--- src/rtl/ilv_stream_select_pkg.sv ---
package ilv_stream_select_pkg;

    // Per-byte decision of the flow gate
    typedef enum logic [1:0] {
        GATE_HOLD = 2'd0,   // restart cycle: accept nothing, emit nothing
        GATE_DROP = 2'd1,   // byte belongs elsewhere: swallow it
        GATE_PASS = 2'd2    // byte belongs to the selected image
    } gate_e;

    localparam int DEF_CHUNK_LEN = 288;
    localparam int DEF_NUM_CH    = 2;

    function automatic gate_e pick_gate(input logic restart,
                                        input logic bad_sel,
                                        input logic owned);
        if (restart)
            return GATE_HOLD;
        else if (bad_sel || !owned)
            return GATE_DROP;
        else
            return GATE_PASS;
    endfunction

    function automatic int idx_width(input int n);
        return (n > 1) ? $clog2(n) : 1;
    endfunction

endpackage

--- src/rtl/ilv_chunk_tracker.sv ---
module ilv_chunk_tracker #(
    parameter int CHUNK_LEN = ilv_stream_select_pkg::DEF_CHUNK_LEN,
    parameter int NUM_CH    = ilv_stream_select_pkg::DEF_NUM_CH,
    localparam int OFS_W    = ilv_stream_select_pkg::idx_width(CHUNK_LEN),
    localparam int IDX_W    = ilv_stream_select_pkg::idx_width(NUM_CH)
) (
    input  logic             clk,
    input  logic             rst,
    input  logic             clear,
    input  logic             advance,
    output logic [OFS_W-1:0] chunk_ofs,
    output logic [IDX_W-1:0] chunk_idx
);
    localparam logic [OFS_W-1:0] LAST_OFS = OFS_W'(CHUNK_LEN - 1);

    logic ofs_wrap;
    assign ofs_wrap = (chunk_ofs == LAST_OFS);

    // Offset inside the current chunk
    always_ff @(posedge clk) begin
        if (rst || clear)
            chunk_ofs <= '0;
        else if (advance)
            chunk_ofs <= ofs_wrap ? '0 : chunk_ofs + OFS_W'(1);
    end

    // Index of the owning image, stepped at each chunk end
    generate
        if (NUM_CH > 1) begin : g_multi
            localparam logic [IDX_W-1:0] LAST_IDX = IDX_W'(NUM_CH - 1);
            always_ff @(posedge clk) begin
                if (rst || clear)
                    chunk_idx <= '0;
                else if (advance && ofs_wrap)
                    chunk_idx <= (chunk_idx == LAST_IDX) ? '0 : chunk_idx + IDX_W'(1);
            end
        end else begin : g_single
            always_ff @(posedge clk) begin
                chunk_idx <= '0;
            end
        end
    endgenerate

endmodule

--- src/rtl/ilv_chan_latch.sv ---
module ilv_chan_latch #(
    parameter int NUM_CH = ilv_stream_select_pkg::DEF_NUM_CH,
    parameter int SEL_W  = 4,
    localparam int IDX_W = ilv_stream_select_pkg::idx_width(NUM_CH)
) (
    input  logic             clk,
    input  logic             rst,
    input  logic             load,
    input  logic [SEL_W-1:0] chan_sel,
    output logic [IDX_W-1:0] sel_idx,
    output logic             bad_sel
);
    localparam logic [SEL_W-1:0] MAX_SEL = SEL_W'(NUM_CH);

    logic             sel_out_of_range;
    logic [SEL_W-1:0] sel_minus_one;

    assign sel_out_of_range = (chan_sel == '0) || (chan_sel > MAX_SEL);
    assign sel_minus_one    = chan_sel - SEL_W'(1);

    always_ff @(posedge clk) begin
        if (rst) begin
            sel_idx <= '0;
            bad_sel <= 1'b0;
        end else if (load) begin
            sel_idx <= IDX_W'(sel_minus_one);
            bad_sel <= sel_out_of_range;
        end
    end

endmodule

--- src/rtl/ilv_flow_gate.sv ---
module ilv_flow_gate #(
    parameter int DATA_W = 8
) (
    input  ilv_stream_select_pkg::gate_e gate,
    input  logic                         in_valid,
    input  logic [DATA_W-1:0]            in_data,
    input  logic                         out_ready,
    output logic                         in_ready,
    output logic                         out_valid,
    output logic [DATA_W-1:0]            out_data,
    output logic                         advance
);
    import ilv_stream_select_pkg::*;

    always_comb begin
        unique case (gate)
            GATE_PASS: begin
                in_ready  = out_ready;
                out_valid = in_valid;
            end
            GATE_DROP: begin
                in_ready  = 1'b1;
                out_valid = 1'b0;
            end
            default: begin
                in_ready  = 1'b0;
                out_valid = 1'b0;
            end
        endcase
    end

    assign out_data = in_data;
    assign advance  = in_valid && in_ready;

endmodule

--- src/rtl/ilv_stream_select.sv ---
module ilv_stream_select #(
    parameter int CHUNK_LEN = ilv_stream_select_pkg::DEF_CHUNK_LEN,
    parameter int NUM_CH    = ilv_stream_select_pkg::DEF_NUM_CH,
    parameter int SEL_W     = 4,
    parameter int DATA_W    = 8
) (
    input  logic              clk,
    input  logic              rst,
    input  logic              restart,
    input  logic [SEL_W-1:0]  chan_sel,
    input  logic              in_valid,
    input  logic [DATA_W-1:0] in_data,
    output logic              in_ready,
    output logic              out_valid,
    output logic [DATA_W-1:0] out_data,
    input  logic              out_ready,
    output logic              sel_err
);
    import ilv_stream_select_pkg::*;

    localparam int OFS_W = idx_width(CHUNK_LEN);
    localparam int IDX_W = idx_width(NUM_CH);

    logic [OFS_W-1:0] chunk_ofs;
    logic [IDX_W-1:0] chunk_idx;
    logic [IDX_W-1:0] sel_idx;
    logic             bad_sel;
    logic             owned;
    logic             advance;
    gate_e            gate;

    ilv_chunk_tracker #(
        .CHUNK_LEN (CHUNK_LEN),
        .NUM_CH    (NUM_CH)
    ) tracker_i (
        .clk       (clk),
        .rst       (rst),
        .clear     (restart),
        .advance   (advance),
        .chunk_ofs (chunk_ofs),
        .chunk_idx (chunk_idx)
    );

    ilv_chan_latch #(
        .NUM_CH   (NUM_CH),
        .SEL_W    (SEL_W)
    ) latch_i (
        .clk      (clk),
        .rst      (rst),
        .load     (restart),
        .chan_sel (chan_sel),
        .sel_idx  (sel_idx),
        .bad_sel  (bad_sel)
    );

    assign owned = (chunk_idx == sel_idx);
    assign gate  = pick_gate(restart, bad_sel, owned);

    ilv_flow_gate #(
        .DATA_W    (DATA_W)
    ) gate_i (
        .gate      (gate),
        .in_valid  (in_valid),
        .in_data   (in_data),
        .out_ready (out_ready),
        .in_ready  (in_ready),
        .out_valid (out_valid),
        .out_data  (out_data),
        .advance   (advance)
    );

    assign sel_err = bad_sel;

endmodule

--- config.mk ---
export PLATFORM = sky130hd
export DESIGN_NAME = ilv_stream_select
export DESIGN_NICKNAME = d
export VERILOG_FILES = /design/src/rtl/ilv_stream_select_pkg.sv /design/src/rtl/ilv_chunk_tracker.sv /design/src/rtl/ilv_chan_latch.sv /design/src/rtl/ilv_flow_gate.sv /design/src/rtl/ilv_stream_select.sv
export SDC_FILE = /design/constraint.sdc
export NUM_CORES = 1
export LEC_CHECK = 0
export ABC_AREA = 1
export ABC_CLOCK_PERIOD_IN_PS = 2000
export BUFFER_PORTS_ARGS = -buffer_cell sky130_fd_sc_hd__buf_2
export CELL_PAD_IN_SITES_DETAIL_PLACEMENT = 0
export CELL_PAD_IN_SITES_GLOBAL_PLACEMENT = 1
export CORE_ASPECT_RATIO = 0.75
export CORE_MARGIN = 2
export CORE_UTILIZATION = 33
export DETAILED_ROUTE_END_ITERATION = 8
export PLACE_DENSITY = 0.75
export SYNTH_ARGS = -nofsm -noshare
export SYNTH_HDL_FRONTEND = slang
export SYNTH_HIERARCHICAL = 1
export SYNTH_SLANG_ARGS = --single-unit
export TNS_END_PERCENT = 50
--- constraint.sdc ---
create_clock -name clk -period 2 [get_ports clk]
set_input_delay 0.2 -clock clk [delete_from_list [all_inputs] [get_ports clk]]
set_output_delay 0.2 -clock clk [all_outputs]
set_load 0.05 [all_outputs]
==> summary.md <==
| Metric | Value |
|---|---|
| Kind of critical path | `reg -> reg` |
| N_diodes | `0` |
| Top cells by area, synth | `dfxtp_1 30%, nand2_1 14%, inv_1 11%` |
| Slew margin rel. | `0.793` |
| Sequential power share | `0.461` |
| Register area share after synthesis | `0.296` |
| Layout Cells excl Fill | `between 150 and 200` |
| Final Util | `0.420` |
| R2R Setup Slk | `~0.11 ns` |
| Final setup viols | `0` |
| Post-synth EDFFs | `0` |
| Initial antenna violation count | `0` |
| CP max-delay cell | `dfxtp_2` |
| Met2 usage | `0.185` |
| Clock latency on the worst-skew pair | `roughly 0.27 ns` |
| Crit path max fanout | `5` |
| Psw | `144 µW` |
| DR iter-0 viols | `13` |
| Grt total ovfl | `0` |
| Number of top-level pins | `28` |
| Drt pass-1 iters | `2` |
| Vias in the first global route | `just over 600` |
| Final GP Congestion | `0.699` |
| Max VDD drop | `roughly 160 µV` |
| CTS Buf Count | `3` |
| CP endpoint kind | `flop` |
| Ys async rst share | `0` |
| Worst hold endpoint | `latch_i/sel_idx` |
| Pin count of the biggest net entering global routing | `8` |
| Wirelength per Cell | `9.37 µm` |
| Die Ht | `47.0 µm` |
| Worst R2R Path Depth | `16` |
| All-Layer GR Usage | `0.119` |
| Worst-Margin Slew | `a little over 0.3 ns` |
| Post-synthesis cell type count | `21` |
| Status | `completed` |
| Most common cell in the netlist | `nand2_1` |
| Clk buf depth | `2` |
| Final nets | `about 150` |
| GR Util met1 | `0.155` |
| Largest stage delay, worst path | `about 0.37 ns` |
| Initial Util | `0.352` |
| Pwr dens | `approximately 550 nW/µm²` |
| Met3 Usage GRT | `0.0275` |
| Dpl hpwl | `1180 µm` |
| Int Pwr | `388 µW` |
| Switching fraction of total power | `0.270` |
| Buffers on Ports | `11` |
| Most common flop cell mapped by yosys | `dfxtp_1` |
| Pwr Total | `roughly 530 µW` |
| Post-layout min period | `around 1.9 ns` |
| WP data required | `around 2.2 ns` |
| Most crowded layer after global routing | `met2` |
| First-pass GRT wire length | `about 2500 µm` |
| TritonCTS sink count | `12` |
| Via density | `4.25` |
| Std-Cell Rows | `15` |
| CP most frequent cell | `nand2_2` |
| Clock slew seen by the registers of the worst setup and hold paths | `approximately 0.08 ns` |
| Maxcap violations | `0` |
| Layout cell share with drive strength beyond 1 | `0.341` |
| Post-Place Setup Slack | `0.0127 ns` |
| DRC violations left | `0` |
| Final ANT Viol Nets | `0` |
| Synthesized cell area | `812 µm²` |
| Power share of the combinational group | `0.172` |
| Pleak | `between 0.0004 and 0.0005 µW` |
| HP Start | `chan_sel[0]` |
| Cells after Synth | `122` |
| Critical path arrival | `2.05 ns` |
| Yosys top cell by area | `dfxtp_1` |
| DRT Wirelength | `around 1600 µm` |
| Worst Setup Start Kind | `flop` |
| RR Startpoint | `tracker_i/chunk_idx` |
| Highest clock rate | `0.529 GHz` |
| Area grow syn2layout | `19.4%` |
| TritonCTS clock tree | `built` |
| Clk_skew | `around 0.0041 ns` |
| H-tree level count | `1` |
| Die Wd | `approximately 60 µm` |
| Clock power share | `0.366` |
| Most frequent cells after synthesis | `31 x nand2_1, 24 x inv_1, 17 x nor2_1, 12 x dfxtp_1, 8 x buf_4` |
| Vias | `705` |
| Synth top area share | `0.296` |
| Worst path cell trace | `inv_2, nand2_2, nand3_4, nand2_2, inv_2, inv_2, ha_4, nand2_2, nand2_2, nand2_2, nor2_4, nand2_2, nor2_4, nand2_2, o21ai_4, nor2_1` |
| #FFs+latches synth | `12` |
| Mean Syn Cell Area | `~6.7 µm²` |
| Hold Path Depth | `2` |
| Placed instance count | `around 160` |
| Synth Net Count | `142` |
| Hold Crit Class | `in -> reg` |
| Final hold viol count | `0` |
| Max-slew violations | `0` |
| Core ar. | `around 2300 µm²` |
| Die Area | `2880 µm²` |
| Period utilization | `0.946` |
| Cell at the root of the clock tree | `clkbuf_4` |
| Cts hold-fix bufs | `0` |
| Ys Warns | `6` |
| Final worst setup slack | `between 0.1 and 0.15 ns` |
| Worst r2r dst | `tracker_i/chunk_ofs[0]` |
==> metrics by stage <==
stage                     TNS [ns]  instance area (µm²)  hold slack (ns)
after global routing       -0.0415                  970            0.125
after detailed placement         0                  847            0.400
after global placement           0                  847            0.400
after CTS                        0                  883            0.130
after floorplan                  0                  813            0.290
final                            0                  970            0.123
==> worst max-delay path: cells and delay by family, from the launching register on <==
family / cells / cell delay (ns)
buffers and inverters: 3 / 0.13
and+or+nand+nor: 11 / 0.92
adders and majority gates: 1 / 0.13
DFF: 1 / 0.37
AOI/OAI and AO/OA: 1 / 0.23
==> area by class of cell <==
class	instances	area (µm²)
fill	248	1340
timing repair buffer	15	88.8
multi-input combinational	77	468
clock buffer	4	36.3
sequential	12	244
tap	34	42.5
inverter	24	90.1
==> logic make-up after synthesis <==
| logic type | Yosys count | share of synthesized area |
|---|---|---|
| simple gates | 66 | 0.381 |
| fa+ha+maj | 3 | 0.0462 |
| buf+inv | 33 | 0.199 |
| flops | 12 | 0.296 |
| compound gates | 5 | 0.0447 |
| mux | 1 | 0.0123 |
| xor+xnor | 2 | 0.0216 |
==> flip-flops by register name, indices dropped and copies added, names as in the netlist <==
register,cells
tracker_i/chunk_idx,1
latch_i/bad_sel,1
latch_i/sel_idx,1
tracker_i/chunk_ofs,9
==> power by group through the flow <==
stage                     Sequential (µW)  Combinational (µW)  Clock (µW)
after CTS                             245                72.6         198
after global placement                250                70.8           0
after global routing                  246                 101         213
after floorplan                       256                88.8           0
after detailed placement              251                72.4           0
final                                 246                91.7         195
==> how the worst max path moves through the flow <==
stage,from,to,slack [ns],cells after the start
global placement,tracker_i/chunk_idx,tracker_i/chunk_ofs[8],0.08,14
floorplan,latch_i/bad_sel,tracker_i/chunk_ofs[8],0.05,15
global route,tracker_i/chunk_idx,tracker_i/chunk_ofs[0],-0.02,16
CTS,tracker_i/chunk_idx,tracker_i/chunk_ofs[8],0.03,14
finish,tracker_i/chunk_idx,tracker_i/chunk_ofs[0],0.11,16
detailed placement,tracker_i/chunk_idx,tracker_i/chunk_ofs[8],0.01,14
==> cells in the final DEF, fill, tap and decap left out, types with 3 or more instances in the layout <==
master,Yosys,final
nand2_2,2,8
nand2_1,31,25
dfxtp_2,0,3
buf_4,8,3
inv_1,24,20
buf_2,0,11
clkbuf_4,0,3
nand3_1,4,4
nor2_4,3,6
dfxtp_1,12,9
inv_2,0,4
nor2_1,17,17
==> timing repair <==
action,in CTS,in global routing
endpoints found under the hold margin,0,0
setup endpoints to repair,0,9
gates resized for setup,0,20
buffers inserted,0,3
==> layer usage <==
layer  wire, µm  part of all wire
met5          0                 0
met4         29             0.019
met3         33             0.021
met2        705              0.45
met1        787              0.51
Power figures use the tool's default switching activity.
